--- src/rtl/spi_nor_wprot_pkg.sv ---
package spi_nor_wprot_pkg;
   localparam logic [7:0] OPC_WREN = 8'h06;
   localparam logic [7:0] OPC_WRDI = 8'h04;
   localparam logic [7:0] OPC_RDSR = 8'h05;
   localparam logic [7:0] OPC_WRSR = 8'h01;
   localparam logic [7:0] OPC_RDID = 8'h9F;

   localparam int ST_WEL  = 1;
   localparam int ST_BP0  = 2;
   localparam int ST_TB   = 5;
   localparam int ST_BP3  = 6;
   localparam int ST_LOCK = 7;

   localparam logic [23:0] DEV_ID = 24'h20BA19;

   typedef struct packed {
      logic       lock;
      logic [3:0] code;
      logic       bottom;
   } prot_cfg_t;
endpackage

--- src/rtl/wprot_status.sv ---
module wprot_status
   import spi_nor_wprot_pkg::*;
#(
   parameter bit HAS_BOTTOM = 1'b1
) (
   input  logic       clk,
   input  logic       rst_n,
   input  logic       cmd_valid,
   input  logic [7:0] cmd_code,
   input  logic [7:0] cmd_arg,
   input  logic       wp_n,
   input  logic       op_req,
   output prot_cfg_t  cfg,
   output logic       wel,
   output logic [7:0] status_byte
);
   prot_cfg_t cfg_q, cfg_d;
   logic      wel_q;
   logic      bottom_in;
   logic      hit_wren, hit_wrdi, hit_wrsr, sr_open, sr_load;

   assign hit_wren = cmd_valid && (cmd_code == OPC_WREN);
   assign hit_wrdi = cmd_valid && (cmd_code == OPC_WRDI);
   assign hit_wrsr = cmd_valid && (cmd_code == OPC_WRSR);
   assign sr_open  = wp_n || !cfg_q.lock;
   assign sr_load  = hit_wrsr && wel_q && sr_open;

   generate
      if (HAS_BOTTOM) begin : g_bottom
         assign bottom_in = cmd_arg[ST_TB];
      end else begin : g_top_only
         logic unused_tb;
         assign unused_tb = cmd_arg[ST_TB];
         assign bottom_in = 1'b0;
      end
   endgenerate

   logic unused_arg;
   assign unused_arg = ^cmd_arg[1:0];

   always_comb begin
      cfg_d.lock   = cmd_arg[ST_LOCK];
      cfg_d.code   = {cmd_arg[ST_BP3], cmd_arg[ST_BP0+2:ST_BP0]};
      cfg_d.bottom = bottom_in;
   end

   always_ff @(posedge clk or negedge rst_n) begin
      if (!rst_n) begin
         cfg_q <= '0;
         wel_q <= 1'b0;
      end else begin
         if (sr_load) cfg_q <= cfg_d;
         if (op_req || hit_wrsr || hit_wrdi) wel_q <= 1'b0;
         else if (hit_wren)                  wel_q <= 1'b1;
      end
   end

   assign cfg = cfg_q;
   assign wel = wel_q;
   assign status_byte = {cfg_q.lock, cfg_q.code[3], cfg_q.bottom,
                         cfg_q.code[2:0], wel_q, 1'b0};


   sr_lock_chk: assert property (@(posedge clk) disable iff (!rst_n)
      (hit_wrsr && !wp_n && cfg_q.lock) |=> $stable(cfg_q));

   wel_drop_chk: assert property (@(posedge clk) disable iff (!rst_n)
      (op_req || hit_wrsr) |=> !wel_q);

   wel_set_chk: assert property (@(posedge clk) disable iff (!rst_n)
      (hit_wren && !op_req) |=> wel_q);
endmodule

--- src/rtl/wprot_range.sv ---
module wprot_range
   import spi_nor_wprot_pkg::*;
#(
   parameter int SECT_BITS = 9
) (
   input  prot_cfg_t              cfg,
   input  logic [SECT_BITS-1:0]   sector,
   output logic                   is_prot
);
   localparam int CNT_W = SECT_BITS + 1;
   localparam int NSECT = 1 << SECT_BITS;

   initial begin
      sect_bits_range_chk: assert (SECT_BITS >= 1 && SECT_BITS <= 20);
   end

   logic [CNT_W-1:0] cnt;
   logic [CNT_W-1:0] sec_ext;

   always_comb begin
      int shamt;
      shamt = int'(cfg.code) - 1;
      if (cfg.code == 4'd0)       cnt = '0;
      else if (shamt >= SECT_BITS) cnt = CNT_W'(NSECT);
      else                         cnt = CNT_W'(1) << shamt;
   end

   assign sec_ext = {1'b0, sector};
   assign is_prot = cfg.bottom ? (sec_ext < cnt)
                               : (sec_ext >= (CNT_W'(NSECT) - cnt));
endmodule

--- src/rtl/spi_nor_wprot.sv ---
module spi_nor_wprot
   import spi_nor_wprot_pkg::*;
#(
   parameter int SECT_BITS  = 9,
   parameter int SECT_LG    = 16,
   parameter bit HAS_BOTTOM = 1'b1,
   localparam int ADDR_W    = SECT_BITS + SECT_LG
) (
   input  logic              clk,
   input  logic              rst_n,
   input  logic              cmd_valid,
   input  logic [7:0]        cmd_code,
   input  logic [7:0]        cmd_arg,
   input  logic              wp_n,
   input  logic [ADDR_W-1:0] op_addr,
   input  logic              op_req,
   output logic              op_allow,
   output logic              rsp_valid,
   output logic [23:0]       rsp_data
);
   initial begin
      sect_lg_range_chk: assert (SECT_LG >= 8 && SECT_LG <= 24);
   end

   prot_cfg_t  cfg;
   logic       wel, is_prot;
   logic [7:0] status_byte;
   logic       rsp_v_q;
   logic [23:0] rsp_d_q;

   logic unused_low;
   assign unused_low = ^op_addr[SECT_LG-1:0];

   wprot_status #(.HAS_BOTTOM(HAS_BOTTOM)) status_i (
      .clk(clk), .rst_n(rst_n), .cmd_valid(cmd_valid), .cmd_code(cmd_code),
      .cmd_arg(cmd_arg), .wp_n(wp_n), .op_req(op_req),
      .cfg(cfg), .wel(wel), .status_byte(status_byte)
   );

   wprot_range #(.SECT_BITS(SECT_BITS)) range_i (
      .cfg(cfg), .sector(op_addr[ADDR_W-1:SECT_LG]), .is_prot(is_prot)
   );

   always_ff @(posedge clk or negedge rst_n) begin
      if (!rst_n) begin
         rsp_v_q <= 1'b0;
         rsp_d_q <= '0;
      end else begin
         rsp_v_q <= cmd_valid && (cmd_code == OPC_RDSR || cmd_code == OPC_RDID);
         if (cmd_valid && cmd_code == OPC_RDID)      rsp_d_q <= DEV_ID;
         else if (cmd_valid && cmd_code == OPC_RDSR) rsp_d_q <= {16'h0, status_byte};
      end
   end

   assign op_allow  = wel && !is_prot;
   assign rsp_valid = rsp_v_q;
   assign rsp_data  = rsp_d_q;


   allow_needs_wel_chk: assert property (@(posedge clk) disable iff (!rst_n)
      op_allow |-> wel);

   rdsr_rsp_chk: assert property (@(posedge clk) disable iff (!rst_n)
      (cmd_valid && cmd_code == OPC_RDSR) |=> (rsp_valid && rsp_data[23:8] == 16'h0));

   rdid_rsp_chk: assert property (@(posedge clk) disable iff (!rst_n)
      (cmd_valid && cmd_code == OPC_RDID) |=> (rsp_valid && rsp_data == DEV_ID));
endmodule

--- config.mk ---
export PLATFORM = sky130hd
export DESIGN_NAME = spi_nor_wprot
export DESIGN_NICKNAME = d
export VERILOG_FILES = /design/src/rtl/spi_nor_wprot_pkg.sv /design/src/rtl/wprot_status.sv /design/src/rtl/wprot_range.sv /design/src/rtl/spi_nor_wprot.sv
export SDC_FILE = /design/constraint.sdc
export NUM_CORES = 1
export LEC_CHECK = 0
export ABC_CLOCK_PERIOD_IN_PS = 5500
export CAP_MARGIN = 0
export CORE_UTILIZATION = 45
export CTS_CLUSTER_SIZE = 28
export DETAILED_ROUTE_END_ITERATION = 10
export GPL_TIMING_DRIVEN = 0
export PLACE_DENSITY_LB_ADDON = 0.15
export SYNTH_ARGS = -nofsm -noshare
export SYNTH_HDL_FRONTEND = slang
export SYNTH_SLANG_ARGS = --single-unit
--- constraint.sdc ---
create_clock -name clk -period 5.5 [get_ports clk]
set_input_delay 0.55 -clock clk [delete_from_list [all_inputs] [get_ports clk]]
set_output_delay 0.55 -clock clk [all_outputs]
set_load 0.005 [all_outputs]
==> results_tabular.tex <==
\begin{tabular}{lr}
\hline
Metric & Value \\
\hline
\multicolumn{2}{l}{\textbf{Run status}} \\
Result of the run & finished clean \\
\multicolumn{2}{l}{\textbf{Detailed routing}} \\
Via count & 1498 \\
Drt wl/cell & 11.8 um \\
Count of unresolved DRC violations after routing & 0 \\
Vias per std cell & 5.10 \\
Final wirelength & 3480 um \\
Iter 0 DRT Violations & 74 \\
DRT antenna net count & 0 \\
TritonRoute pass-1 iters & 4 \\
\multicolumn{2}{l}{\textbf{Yosys}} \\
Proportion of synthesized flip-flops having asynchronous set or reset & 1.00 \\
Largest area contributor in the netlist & sky130\_fd\_sc\_hd\_\_dfrtp\_1 \\
Number of different library cells in the post-synthesis netlist & 41 \\
Primary FF master, synth & sky130\_fd\_sc\_hd\_\_dfrtp\_1 \\
Post-Synthesis Cell Area & 0.00160 sq mm \\
Number of enable-type register cells in the synthesized netlist & 0 \\
Synthesized netlist cell count & 192 \\
Total of warnings raised by yosys & 0 \\
Cell types occupying the most area after synthesis & sky130\_fd\_sc\_hd\_\_dfrtp\_1 (25\%), sky130\_fd\_sc\_hd\_\_ha\_1 (17\%), sky130\_fd\_sc\_hd\_\_buf\_4 (7.5\%) \\
Post-synthesis area per instance & 8.34 sq um \\
Portion of the post-synthesis area used by sequential elements & 0.250 \\
Yosys reg bits & 16 \\
Area fraction of the dominant cell type after synthesis & 0.250 \\
\multicolumn{2}{l}{\textbf{Clocking}} \\
Clock sinks & 16 \\
CTS tree & built \\
\# Post-CTS Setup Buffers & 0 \\
Hold buffer count at cts & 0 \\
Clk Tree Root Cell & sky130\_fd\_sc\_hd\_\_clkbuf\_4 \\
Total clock buffers created by CTS & 3 \\
Clock-pin transition on the worst setup and hold timing paths & 90 ps \\
Skew-Pair Late Insertion Delay & 290 ps \\
Maximum root-to-sink buffer count & 2 \\
H-tree depth & 1 \\
\multicolumn{2}{l}{\textbf{Critical path}} \\
Max FO, Critical Path & 10 \\
Critical path startpoint category & flip-flop \\
CP Data Arrival Time & 4460 ps \\
Sort of element at the end of the critical path & primary output \\
Start-to-end type of the worst setup path & flip-flop to primary output \\
Data required time of the worst path & 4950 ps \\
\multicolumn{2}{l}{\textbf{STA}} \\
Period utilisation layout & 0.911 \\
Worst max-slew margin expressed relative to the limit & 0.528 \\
Worst setup margin & 487 ps \\
Final-report max-slew violation count & 0 \\
Post-Route Setup TNS & 0 ps \\
Achievable clock frequency & 199 MHz \\
Number of setup violations in the final report & 0 \\
Final period demand of the worst path & 5010 ps \\
Setup Skew & 2.37 ps \\
RSZ-0062 raised after global routing & no \\
Final Hold Violating Endpoints & 0 \\
Least-Margin Pin Slew & 705 ps \\
\multicolumn{2}{l}{\textbf{Floorplanning}} \\
Area inside the core boundary & 0.00336 sq mm \\
Horiz. Die Dim & 61.7 um \\
Vertical extent of the die & 61.7 um \\
Starting Density & 0.476 \\
Total die area & 0.00380 sq mm \\
Number of placement rows & 21 \\
Num ports & 72 \\
\multicolumn{2}{l}{\textbf{Layout}} \\
Fill cell count & 318 \\
Share of post-route cells with drive strength above 1 & 0.137 \\
Post-layout net count & 317 \\
Area overhead of the layout relative to synthesis & 35.2\% \\
Sequential standard cell area & 400 sq um \\
Area of combinational cells with multiple inputs & 0.00105 sq mm \\
Number of diodes & 0 \\
\multicolumn{2}{l}{\textbf{Pwr}} \\
Max IR drop VDD & 139 uV \\
Leakage power summed over all cells & 0.000923 uW \\
Cell Pwr Density & 124 mW/mm\^{}2 \\
\multicolumn{2}{l}{\textbf{Place}} \\
PortBufs & 43 \\
Post-DP HPWL & 2830 um \\
GP Congestion & 0.882 \\
Worst setup slack after placement & 439 ps \\
\multicolumn{2}{l}{\textbf{Global route}} \\
Aggregate global routing overflow & 0 \\
Met2 Use GR & 0.315 \\
Global-route track usage on met1 & 0.268 \\
Number of antenna violations at the first check in global routing & 0 \\
Global routing's busiest layer & met2 \\
Number of global-route vias before repair & 1286 \\
Met3 track demand over resource & 0.0462 \\
Gr usage total & 0.194 \\
Wire length of the first global-routing pass & 5490 um \\
Pin count of the biggest net entering global routing & 17 \\
\multicolumn{2}{l}{\textbf{Worst hold path}} \\
Worst hold-check path type & flip-flop to flip-flop \\
\multicolumn{2}{l}{\textbf{Run}} \\
Number of maximum-capacitance violations & 0 \\
\hline
\end{tabular}
-- Yosys cell counts (3+ instances only) --
library cell               number
sky130_fd_sc_hd__buf_4         16
sky130_fd_sc_hd__inv_1         11
sky130_fd_sc_hd__nand3_1        8
sky130_fd_sc_hd__ha_1          22
sky130_fd_sc_hd__clkbuf_1       5
sky130_fd_sc_hd__nor2_1        14
sky130_fd_sc_hd__nand2_1       18
sky130_fd_sc_hd__nor3b_1        3
sky130_fd_sc_hd__mux2_2         5
sky130_fd_sc_hd__o211ai_1       4
sky130_fd_sc_hd__a211oi_1       3
sky130_fd_sc_hd__o31ai_1        3
sky130_fd_sc_hd__xor2_1         3
sky130_fd_sc_hd__o21ai_0       13
sky130_fd_sc_hd__nor3_1         5
sky130_fd_sc_hd__a21oi_1        9
sky130_fd_sc_hd__dfrtp_1       16
-- where the power goes --
group	switching [uW]	total (uW)	internal, uW
clock	36.8	77.2	40.4
sequential	2.36	123	120
combinational	23.4	69.1	45.7
total	62.6	269	206
-- cell type report --
cell class,instances,share of cell area
multi-input cells,152,0.487
repair buffers,43,0.199
clock buffers,4,0.0168
well taps,46,0.0266
inverters,11,0.0191
flip-flops and latches,16,0.185
plain buffers,22,0.0670
-- cells by family after synthesis --
logic type	share of synthesized area
buf+inv	0.116
simple gates	0.212
other cells	0.00234
flops	0.250
compound gates	0.173
fa+ha+maj	0.172
xor+xnor	0.0273
mux	0.0477
-- through the flow --
| step | total power [uW] | cells | area (sq um) | util | hold WS [ps] |
|---|---|---|---|---|---|
| final | 269 | 294 | 2170 | 0.644 | 531 |
| after global routing | 284 | 294 | 2170 | 0.644 | 570 |
| after CTS | 271 | 294 | 2160 | 0.642 | 534 |
| after floorplan | 153 | 201 | 1640 | - | 254 |
| after detailed placement | 195 | 290 | 2120 | 0.631 | 500 |
| after global placement | 193 | 290 | 2120 | 0.631 | 505 |
-- repair_timing --
| item | 4_1_cts | 5_1_grt |
|---|---|---|
| gates resized for setup | 0 | 3 |
| setup endpoints to repair | 0 | 1 |
| endpoints found under the hold margin | 0 | 0 |
-- worst paths after layout --
kind                                             start                           to  slack, ps  cells past startpoint
max                        status_i.cfg[1]$_DFFE_PN0P_                     op_allow        490                     18
min                            rsp_data[5]$_DFFE_PN0P_      rsp_data[5]$_DFFE_PN0P_        530                      2
max reg2reg                   status_i.wel$_DFFE_PN0P_  status_i.cfg[2]$_DFFE_PN0P_       4200                      4
min reg2reg                    rsp_data[5]$_DFFE_PN0P_      rsp_data[5]$_DFFE_PN0P_        530                      2
max in group asynchronous                        rst_n      rsp_data[2]$_DFFE_PN0P_       4380                      1
min in group asynchronous                        rst_n      rsp_data[4]$_DFFE_PN0P_        680                      1
-- per-layer routing --
metal | up-vias | wire length, um | part of all wire
li1 | 776 | - | -
met1 | 680 | 1720 | 0.49
met2 | 38 | 1590 | 0.46
met3 | 4 | 147 | 0.042
met4 | 0 | 24 | 0.0069
met5 | - | 0 | 0
-- cell usage in the layout (no fill, tap or decap), drive strengths merged, types with 2 or more instances in the layout --
master          n
clkbuf          9
mux2            5
conb           10
nand2          18
nor2           14
xor2            3
o211ai          4
a211o           2
buf            17
or3             2
nand4           2
nor2b           2
a31oi           2
or2             2
dfrtp          16
ha             22
mux2i           2
nand3b          2
nor3            7
nand2b          2
a21oi           9
o31ai           3
a211oi          3
clkdlybuf4s50  43
nand3           8
xnor2           2
nor3b           3
o21ai          14
inv            11
-- sequential cells by signal (all words and copies together), names as in the netlist --
| signal | cells |
|---|---|
| status_i.cfg | 6 |
| rsp_valid | 1 |
| status_i.wel | 1 |
| rsp_data | 8 |
-- worst max-delay path, stage by stage, from the launching register on --
cell and delay [ps]:
sky130_fd_sc_hd__dfrtp_1 430, sky130_fd_sc_hd__clkbuf_2 210, sky130_fd_sc_hd__inv_1 210, sky130_fd_sc_hd__ha_1 210, sky130_fd_sc_hd__clkbuf_1 330, sky130_fd_sc_hd__nand3b_1 140, sky130_fd_sc_hd__o31ai_2 140, sky130_fd_sc_hd__nand3_1 170
sky130_fd_sc_hd__ha_1 280, sky130_fd_sc_hd__nor3b_1 200, sky130_fd_sc_hd__a31oi_1 50, sky130_fd_sc_hd__o21ai_0 190, sky130_fd_sc_hd__ha_1 280, sky130_fd_sc_hd__a21oi_1 160, sky130_fd_sc_hd__nor2_1 60, sky130_fd_sc_hd__a211oi_1 230
sky130_fd_sc_hd__o32a_1 190, sky130_fd_sc_hd__o2111a_1 190, sky130_fd_sc_hd__clkdlybuf4s50_1 500
(Power assumes the default switching activity.)
